==> config.mk <==
export PLATFORM = sky130hd
export DESIGN_NAME = pmpc_decide
export DESIGN_NICKNAME = d
export VERILOG_FILES = /design/src/rtl/pmpc_pkg.sv /design/src/rtl/pmpc_decide.sv
export SDC_FILE = /design/constraint.sdc
export NUM_CORES = 1
export LEC_CHECK = 0
export ABC_AREA = 1
export BUFFER_PORTS_ARGS = -buffer_cell sky130_fd_sc_hd__clkbuf_2
export CORE_AREA = 4 4 41 43
export DETAILED_ROUTE_END_ITERATION = 6
export DIE_AREA = 0 0 45 47
export GPL_TIMING_DRIVEN = 0
export SETUP_SLACK_MARGIN = 0.2
export SYNTH_ARGS = -nofsm -noshare
export SYNTH_HDL_FRONTEND = slang
export SYNTH_SLANG_ARGS = --single-unit
==> constraint.sdc <==
create_clock -name vclk -period 0.8
set_clock_uncertainty 0.05 [all_clocks]
set_input_delay 0.08 -clock vclk [all_inputs]
set_output_delay 0.08 -clock vclk [all_outputs]
set_load 0.005 [all_outputs]
==> src/rtl/pmpc_pkg.sv <==
// Package: pmpc_pkg
// Shared encodings for the protection checker: configuration byte bit
// positions, access-kind codes and fault-cause codes.
// Assumes the configuration byte layout used by the register-file block.
package pmpc_pkg;

    // Configuration byte bit positions
    localparam int CFG_R_BIT    = 0;
    localparam int CFG_W_BIT    = 1;
    localparam int CFG_X_BIT    = 2;
    localparam int CFG_MODE_LSB = 3;
    localparam int CFG_MODE_MSB = 4;
    localparam int CFG_LOCK_BIT = 7;

    // Access kinds presented on acc_kind
    typedef enum logic [1:0] {
        ACC_READ  = 2'd0,
        ACC_WRITE = 2'd1,
        ACC_EXEC  = 2'd2,
        ACC_RSVD  = 2'd3
    } acc_kind_t;

    // Fault cause codes
    typedef enum logic [1:0] {
        CAUSE_NONE  = 2'd0,
        CAUSE_LOAD  = 2'd1,
        CAUSE_STORE = 2'd2,
        CAUSE_INSTR = 2'd3
    } cause_t;

    // Permission triple of one entry
    typedef struct packed {
        logic x;
        logic w;
        logic r;
    } perm_t;

endpackage

==> src/rtl/pmpc_decide.sv <==
// Module: pmpc_decide
// Final verdict: applies the bypass rules, the machine-mode unlocked
// override, the permission test of the selected entry, and the
// no-match default, then forms the cause code.
// Assumes the selected entry fields are meaningful only when sel_valid.
module pmpc_decide
    import pmpc_pkg::*;
(
    input  logic      any_active,
    input  logic      any_locked,
    input  logic      sel_valid,
    input  logic      sel_locked,
    input  perm_t     sel_perm,
    input  logic      priv_m,
    input  logic [1:0] acc_kind,
    output logic      allow,
    output logic [1:0] cause
);

    logic      bypass;
    logic      perm_ok;
    acc_kind_t kind;
    cause_t    fault_code;

    // Decide whether the table is consulted at all
    always_comb begin
        bypass = !any_active || (priv_m && !any_locked);
    end

    // Test the permission bit that matches the access kind
    always_comb begin
        kind = acc_kind_t'(acc_kind);
        unique case (kind)
            ACC_READ:  perm_ok = sel_perm.r;
            ACC_WRITE: perm_ok = sel_perm.w;
            default:   perm_ok = sel_perm.x;
        endcase
    end

    // Combine bypass, selected entry and default into the verdict
    always_comb begin
        if (bypass) begin
            allow = 1'b1;
        end else if (sel_valid) begin
            allow = (priv_m && !sel_locked) || perm_ok;
        end else begin
            allow = priv_m;
        end
    end

    // Map the access kind to the fault cause
    always_comb begin
        unique case (kind)
            ACC_READ:  fault_code = CAUSE_LOAD;
            ACC_WRITE: fault_code = CAUSE_STORE;
            default:   fault_code = CAUSE_INSTR;
        endcase
        cause = allow ? CAUSE_NONE : fault_code;
    end

    // Bypass, unlocked machine hit and machine default all allow
    always_comb begin
        assert_bypass_allows_R7: assert (!(!any_active || (priv_m && !any_locked)) || allow)
            else $error("bypassed access faulted");
        assert_m_unlocked_allows_R4: assert (!(sel_valid && priv_m && !sel_locked) || allow)
            else $error("unlocked machine-mode hit faulted");
        assert_m_nomatch_allows_R6: assert (!(priv_m && !sel_valid) || allow)
            else $error("machine-mode miss faulted");
        assert_user_nomatch_faults_R6: assert (!(any_active && !priv_m && !sel_valid) || !allow)
            else $error("lower-privilege miss allowed");
    end

endmodule

Word level (Yosys, flattened, before mapping)
Index checks and enable logic that the tools add are counted. Widths: inputs -> output; s select.

Flip-flop bits (word level): 0. Input port bits: 10. Logic and storage cells: 14.

Reduce and logical (&&, ||, !) cells: 8. Equality and inequality tests: 1. Multiplexer cells: 5.

Operators by type and width (number): $pmux 2 s2 (1); $logic_not 1->1 (3); $eq 2x1->1 const B (1); $logic_and 1x1->1 (2); $logic_not 2->1 (1); $logic_or 1x1->1 (2); $mux 1 (2); $mux 2 (1); $pmux 1 s2 (1).

Depth between registers and ports, before layout
Gate-level depths: netlist of the first run.

Depth in word-level cells: 6. Mapped depth: 6. Gate-level depth less buffers: 6.

Worst setup path before layout of the first run
No wires, ideal clock.

Path kind: in2out. Start: in sel_locked. End: out cause[0]. Buffers on the path: 0. Data arrival time: 500 ps. Path slack: 170 ps. Stages on the path: 4. Data required time: 670 ps. Cell sequence: nand3_1 -> a21boi_4 -> nand2_2 -> nor2_1.

Word-level cells in the longest chain between the ends: 6.

Ends and longest elaborated chain: start: declaration (RTL line pmpc_decide.sv:12) `input logic sel_locked,`; $logic_not 1->1 (RTL line pmpc_decide.sv:45) `allow = (priv_m && !sel_locked) || perm_ok;`; $logic_and 1x1->1 (RTL line pmpc_decide.sv:45); $logic_or 1x1->1 (RTL line pmpc_decide.sv:45); $mux 1 (RTL line pmpc_decide.sv:44) `end else if (sel_valid) begin`; $mux 1 (RTL line pmpc_decide.sv:42) `if (bypass) begin`; net allow (RTL line pmpc_decide.sv:16) `output logic allow,`; $mux 2 (RTL line pmpc_decide.sv:58) `cause = allow ? CAUSE_NONE : fault_code;`; end: declaration (RTL line pmpc_decide.sv:17) `output logic [1:0] cause`.

The timed path passes the listed nets, and every way through them passes these cells.

Worst setup path in the final report of the first run
Start: in acc_kind[1]. End: out cause[0].

Word-level cells in the longest chain between the ends: 6.

Ends and longest elaborated chain: start: declaration (RTL line pmpc_decide.sv:15) `input logic [1:0] acc_kind,`; $eq 2x1->1 or $logic_not 2->1 (tied branches) (RTL line pmpc_decide.sv:33, pmpc_decide.sv:53); $pmux 1 s2 (RTL line pmpc_decide.sv:33) `unique case (kind)`; $logic_or 1x1->1 (RTL line pmpc_decide.sv:45); $mux 1 (RTL line pmpc_decide.sv:44); $mux 1 (RTL line pmpc_decide.sv:42); $mux 2 * (RTL line pmpc_decide.sv:58).

Every way passes the cells marked *; elsewhere a longest branch is shown, timed or not.

==> results of run 1 <==
## cell usage in the layout (no fill, tap or decap)
cell      instances
clkbuf_8          2
nand2_1           3
inv_2             1
buf_8             1
buf_2             1
nor2_4            1
buf_4             2
clkbuf_2          9
nor2_2            2
nand2_2           1
inv_1             1
nand3_1           1
nor2_1            1
nand3_4           1
nand3_2           1
a21boi_4          1
## synthesized netlist by cell type, drive strengths merged
| library cell | count |
|---|---|
| a21boi | 1 |
| inv | 2 |
| nand2 | 4 |
| nand3 | 3 |
| nor2 | 4 |
## worst max-delay path: stages
cell and delay (ns):
buf_8 0.11, nor2_4 0.10, nand2_1 0.06, nand3_1 0.06
nand2_1 0.06, nand2_2 0.09, nor2_2 0.03, buf_2 0.12
## power breakdown
group / switching [mW] / internal, mW / total [mW]
registers: 0 / 0 / 0
clock network: 0 / 0 / 0
logic: 0.0425 / 0.0610 / 0.104
## kinds of logic after synthesis
group / count (synthesis) / synth area share
simple gates: 11 / 0.644
buf+inv: 2 / 0.102
compound gates: 1 / 0.254
## cell type report
| class | count | area, µm² | share of cell area |
|---|---|---|---|
| timing repair buffer | 15 | 108 | 0.467 |
| inverter | 2 | 7.51 | 0.0326 |
| tap | 15 | 18.8 | 0.0815 |
| multi-input combinational | 12 | 96.3 | 0.418 |
## what timing repair did
item,4_1_cts,5_1_grt
resized for setup,4,3
setup endpoints to repair,3,3
cloned,0,0
pin swaps,5,3
setup buffers,1,1
## worst paths after layout
check                    from  endpoint  cells after the start
hold / removal    acc_kind[1]  cause[0]                      4
setup / recovery  acc_kind[1]  cause[0]                      8
## metal layers
| metal | global-route usage | share of wire | vias to the layer above | wire [µm] |
|---|---|---|---|---|
| met2 | 0.0678 | 0.44 | 12 | 148 |
| met5 | 0 | 0 | - | 0 |
| li1 | - | - | 75 | - |
| met3 | 0 | 0.20 | 0 | 68 |
| met1 | 0.0337 | 0.35 | 56 | 117 |
| met4 | 0 | 0 | 0 | 0 |
==> impl_results.md, run 1 <==
* Final-report setup violation count at 2
* Fin crit period at 0.825 ns
* Dpl cell area at 183 µm²
* Ant. Diodes at 0
* Status: finished with violations
* DRC at 0
* Fraction of layout cells with a size suffix above 1 at 0.793
* Pwr per Cell Area at 450 nW/µm²
* Finished layout cell area at 230 µm²
* Pre-CTS setup slack at -0.102 ns
* Syn. warnings at 0
* Final nets at 41
* Syn avg cell area at 5.27 µm²
* CORE AREA at 1300 µm²
* Highest Clock Rate at 1.21 GHz
* Post-Synthesis Cells at 14
* Area Growth Syn to Fin at 212%
* Post-Syn Nets at 24
* Leak at 0.118 nW
* Routed via count at 143
* CP startpoint kind: input port
* Finished Core Util at 0.177
* Critical path class: in2out
* Mapped cell area at 73.8 µm²
* Final ANT Viol Nets at 0
* Worst-path fanout max at 4
* Crit end category: output port
* Worst setup margin at -0.0248 ns
* Initial core utilization at 0.0567
* Slew @ Worst Pin at 0.126 ns
* WL/cell at 7.59 µm
* Detailed Route Iter0 Violations at 1
* Class of the tightest hold or removal check: in2out
* Distinct cells, synth at 6
* Post-route clock period utilization at 1.03
* Failing checks: negative setup slack
* Total Wirelength at 334 µm
* Post-synth top area share at 0.254
* Cell count after placement at 42
* Fin Hold WS at 0.435 ns
* DR pass1 iterations at 2
* Worst EP required at 0.67 ns
* Hold buffers post-CTS at 0
* TNS Setup at -0.0295 ns
* Yosys top cell by area: a21boi_4
* IO Pins at 13
* Via-per-instance ratio at 3.25
* Final Wtd Congestion at 0.567
* Critical path arrival at 0.69 ns
* Cell Rows at 13
* Slew headroom at 0.915
* Hold Fails Final Rpt at 0
* IO Port Bufs at 13
* Area contributors post-synth: a21boi_4, nand3_1, nor2_1
* Overall die height at 47 µm
* Vias in the first global route at 147
* Die X at 45 µm
* Total power at 104 µW
* CLK BUF at 0
* Maxcap violations at 0
* Seq. cell area at 0 µm²
* Pin count of the biggest net entering global routing at 5
* FILL cells at 155
* Post-synthesis sequential area ratio at 0
* Non-Filler Instances at 44
* Die area at 2120 µm²
* RSZ-0062 raised after global routing: yes
* Maximum VDD drop at 0.0917 mV
* Gr usage total at 0.0307
* Initial antenna violation count at 0
* Sequential cells at 0
* Remaining global-route overflow at 0
* Global-route wire length before repair at 510 µm
* Fin. max-slew vios at 0
(Power assumes the default switching activity.)
==> run 2: changes to the inputs <==
- GPL_TIMING_DRIVEN: 0 -> unset
- SLEW_MARGIN: unset -> 5
- clock period: 0.8 -> 0.95 ns (I/O delays scaled with it)
==> run 2 against run 1 <==
Final cell count down 2.3%; the flow now finishes without violations; first-iteration DRC count unchanged; critical path type unchanged; worst setup slack better by 0.12 ns; sequential share of layout area unchanged; clock-buffer cell count unchanged; global-route usage up 0.31 points; final area down 6.0%; core utilization down 1.1 points.
==> impl_results.md, run 2 (synthesis gave the netlist of run 1 again) <==
* DR pass1 iterations at 4
* Commonest non-fill, non-tap cell in the layout: clkbuf_2
* Highest Clock Rate at 1.17 GHz
* Most frequent cells in the layout: clkbuf_2, nand2_2, nand2_1, nand3_2, nor2_1
* Worst EP required at 0.81 ns
* DRC at 0
* Crit-path cells: clkbuf_16 > nor2_4 > nand2_2 > nand3_2 > nand2_1 > nand2_2 > nor2_1 > clkbuf_2
* Final Wtd Congestion at 0.526
* Fin. max-slew vios at 0
* Hold_sp: sel_valid
* RSZ-0062 raised after global routing: yes
* Pin count of the biggest net entering global routing at 5
* Non-Filler Instances at 43
* Pwr per Cell Area at 374 nW/µm²
* Via-per-instance ratio at 3.33
* Gr usage total at 0.0338
* Hold Fails Final Rpt at 0
* Slew headroom at 0.926
* Cell count after placement at 42
* WL/cell at 7.16 µm
* Most Frequent Cell on Critical Path: nand2_2
* Final ANT Viol Nets at 0
* Hold path endpoint: allow
* FILL cells at 152
* Maxcap violations at 0
* Slowest CP cell: clkbuf_16
* Final-report setup violation count at 0
* Initial antenna violation count at 0
* Remaining global-route overflow at 0
* Class of the tightest hold or removal check: in2out
* Area Growth Syn to Fin at 193%
* Sequential cells at 0
* Slew @ Worst Pin at 0.111 ns
* CORE AREA at 1300 µm²
* Seq. cell area at 0 µm²
* Crit end category: output port
* Initial core utilization at 0.0567
* CP startpoint kind: input port
* Fraction of layout cells with a size suffix above 1 at 0.786
* Leak at 0.118 nW
* Critical path class: in2out
* Die area at 2120 µm²
* Crit path largest cell delay at 0.13 ns
* Final nets at 40
* Global-route wire length before repair at 538 µm
* CLK BUF at 0
* Critical path arrival at 0.71 ns
* Cell Rows at 13
* Ant. Diodes at 0
* Overall die height at 47 µm
* Fin crit period at 0.857 ns
* TNS Setup at 0 ns
* IO Pins at 13
* Detailed Route Iter0 Violations at 1
* Vias in the first global route at 128
* Finished Core Util at 0.166
* Total Wirelength at 308 µm
* Post-route clock period utilization at 0.902
* Worst-path fanout max at 4
* Maximum VDD drop at 0.0752 mV
* Critical path startpoint: acc_kind[1]
* Status: complete, no violations
* Cells on Worst Hold Path at 4
* IO Port Bufs at 13
* Routed via count at 143
* Total power at 81.0 µW
* Die X at 45 µm
## run 2: worst max path at each step
stage | end | cells after the start | slack (ns)
after floorplan | cause[0] | 4 | 0.29
after global placement | cause[1] | 8 | 0.06
after detailed placement | cause[1] | 8 | 0.04
after CTS | cause[0] | 8 | 0.08
after global routing | cause[0] | 7 | 0.02
final | cause[1] | 8 | 0.09
## run 2: layout make-up
type / instances / area, µm² / share of cell area
Multi-Input combinational cell: 12 / 88.8 / 0.410
Tap cell: 15 / 18.8 / 0.0867
Inverter: 2 / 7.51 / 0.0347
Timing Repair Buffer: 14 / 101 / 0.468
## run 2: power by group
| group | total [mW] | internal [mW] | switching, mW |
|---|---|---|---|
| registers | 0 | 0 | 0 |
| logic | 0.0810 | 0.0484 | 0.0326 |
| clock network | 0 | 0 | 0 |
## run 2: routing by layer
layer / GRT usage / vias up / share of wire
li1: - / 72 / -
met1: 0.0449 / 58 / 0.41
met2: 0.0650 / 13 / 0.40
met3: 0 / 0 / 0.19
met4: 0 / 0 / 0
met5: 0 / - / 0
## run 2: metrics by stage
step / setup slack (ns) / hold WS [ns] / instance area (µm²)
global placement: 0.0555 / 0.474 / 158
global route: 0.0150 / 0.534 / 216
detailed placement: 0.0409 / 0.481 / 158
CTS: 0.0824 / 0.490 / 206
floorplan: 0.290 / 0.249 / 73.8
finish: 0.0934 / 0.485 / 216
## run 2: critical path: cells and delay by family
family	cells	cell delay, ns
simple gates	6	0.38
buf+inv	2	0.23
## run 2: timing repair
| item | in CTS | in global routing |
|---|---|---|
| resized for setup | 7 | 3 |
| hold buffers | 0 | 0 |
| hold endpoints to repair | 0 | 0 |
| gates cloned | 0 | 0 |
| setup buffers | 1 | 0 |
| setup endpoints to repair | 3 | 3 |
| pin swaps | 0 | 0 |
==> run 3: changes to the inputs <==
- ABC_AREA: 1 -> 0
==> run 3 against run 2 <==
The run now ends with negative setup slack left; worst setup slack lost 0.30 ns; clock-buffer cell count is the same; core utilization shrank 0.096 points; critical path depth shrank 3; synthesized area is the same; combinational power grew 0.9%; final area shrank 0.58%; sequential cell count is the same; fmax shrank 26%; final cell count is the same; non-clock buffer count grew 3; hold slack lost 0.063 ns; highest routed layer unchanged.
==> impl_results.md, run 3 <==
* Critical path class: in2out
* Pre-CTS setup slack at -0.252 ns
* Cell Rows at 13
* Pin count of the biggest net entering global routing at 4
* CP startpoint kind: input port
* Sequential Power Share at 0
* Highest Clock Rate at 0.865 GHz
* Fin. max-slew vios at 0
* Final ANT Viol Nets at 0
* Leak at 0.114 nW
* Ant. Diodes at 0
* IO Port Bufs at 13
* Internal at 52.7 µW
* Commonest non-fill, non-tap cell in the layout: clkbuf_2
* DR pass1 iterations at 1
* TNS Setup at -0.581 ns
* Area contributors post-synth: nor3b_1, mux2_1, o211a_1
* Post-synth top area share at 0.203
* Distinct cells, synth at 9
* DRC at 0
* Remaining global-route overflow at 0
* Post-route clock period utilization at 1.22
* Post-Synthesis Cells at 11
* Fin crit period at 1.16 ns
* Final-report setup violation count at 3
* Maxcap violations at 0
* Worst setup margin at -0.206 ns
* Status: finished with violations
* Total power at 81.7 µW
* Routed via count at 138
* Post-synthesis sequential area ratio at 0
* Critical path arrival at 1.01 ns
* Worst-path fanout max at 3
* Critical path startpoint: acc_kind[0]
* Critical Path End: cause[1]
* Most frequent cells in the layout: clkbuf_2, buf_4, o21ai_0, nor3b_2, buf_2
* Area Growth Syn to Fin at 192%
* Slew headroom at 0.868
* Maximum VDD drop at 0.121 mV
* Via-per-instance ratio at 3.21
* Slew @ Worst Pin at 0.195 ns
* Global-route wire length before repair at 572 µm
* Non-Filler Instances at 43
* Failing checks: negative setup slack
* Clock power share at 0
* P_sw at 29.0 µW
* FILL cells at 154
* WL/cell at 7.86 µm
* Final nets at 40
* Final HPWL DP at 305 µm
* Post-Syn Nets at 21
* Hold buffers post-CTS at 0
* IO Pins at 13
* Syn. warnings at 0
* Sequential cells at 0
* Mapped cell area at 73.8 µm²
* RSZ-0062 raised after global routing: yes
* Initial antenna violation count at 0
* Syn avg cell area at 6.71 µm²
* Die X at 45 µm
* Final Wtd Congestion at 0.562
* CLK BUF at 0
* Dpl cell area at 186 µm²
* Overall die height at 47 µm
* CORE AREA at 1300 µm²
* Vias in the first global route at 144
* Die area at 2120 µm²
* Synth cell count leaders: nor3b_1, o21ai_0
* Pwr per Cell Area at 380 nW/µm²
* Detailed Route Iter0 Violations at 0
* Initial core utilization at 0.0567
* Switching part of the total at 0.355
* Seq. cell area at 0 µm²
* Total Wirelength at 338 µm
* Gr usage total at 0.0330
* Fraction of layout cells with a size suffix above 1 at 0.750
* Crit end category: output port
* Worst EP required at 0.81 ns
* Cell count after placement at 41
* Yosys top cell by area: nor3b_1
* Hold Fails Final Rpt at 0
* Finished layout cell area at 215 µm²
* Class of the tightest hold or removal check: in2out
* Comb pwr share at 1.000
## run 3: cell types whose count changed after synthesis, sizes merged, moves of 2 or more
cell,previous run,this run
nor2,4,0
nand2,4,1
nand3,3,1
nor3b,0,2
o21ai,0,2
## run 3: final cells by class
| class | instances | area (µm²) | share of cell area |
|---|---|---|---|
| Tap cell | 15 | 18.8 | 0.0872 |
| Multi-Input combinational cell | 10 | 91.3 | 0.424 |
| Inverter | 1 | 3.75 | 0.0174 |
| Timing Repair Buffer | 17 | 101 | 0.471 |
## run 3: repair_timing
action	4_1_cts	5_1_grt
setup endpoints to repair	3	3
gates resized for setup	0	5
setup buffers	1	1
gates cloned	0	0
pin swaps	1	1
## run 3: power groups by stage
stage / Sequential (mW) / Combinational, mW / Clock, mW
after floorplan: 0 / 0.0284 / 0
after global placement: 0 / 0.0673 / 0
after detailed placement: 0 / 0.0688 / 0
after CTS: 0 / 0.0719 / 0
after global routing: 0 / 0.0911 / 0
final: 0 / 0.0817 / 0
## run 3: worst max-delay path, cell delays in order
cell     delay (ns)
buf_6          0.09
mux2_4         0.29
o211a_4        0.24
nor3b_2        0.16
buf_2          0.13
## run 3: layer usage
| layer | share of wire | global-route usage |
|---|---|---|
| met1 | 0.35 | 0.0337 |
| met2 | 0.55 | 0.0734 |
| met3 | 0.10 | 0.00383 |
| met4 | 0 | 0 |
| met5 | 0 | 0 |
## run 3: how the worst min path moves through the flow
| stage | from | to | slack (ns) | cells after the start |
|---|---|---|---|---|
| 6_report | any_active | allow | 0.42 | 3 |
| 5_1_grt | any_active | allow | 0.46 | 3 |
| 4_1_cts | any_active | allow | 0.43 | 3 |
| 3_5_place_dp | any_active | allow | 0.43 | 3 |
| 3_3_place_gp | any_active | allow | 0.42 | 3 |
| 2_1_floorplan | any_active | allow | 0.21 | 1 |
## run 3: kinds of logic (layout without fill, tap and decap cells)
kind of cell | after synthesis | after routing | share of synthesized area
multiplexers | 1 | 1 | 0.153
AND/OR/NAND/NOR | 6 | 6 | 0.525
buffers and inverters | 1 | 18 | 0.0508
AO/OA/AOI/OAI | 3 | 3 | 0.271
## run 3: stage by stage
step | util | hold slack (ns)
floorplan | - | 0.213
global placement | 0.143 | 0.424
detailed placement | 0.143 | 0.430
CTS | 0.149 | 0.429
global route | 0.165 | 0.460
finish | 0.165 | 0.422
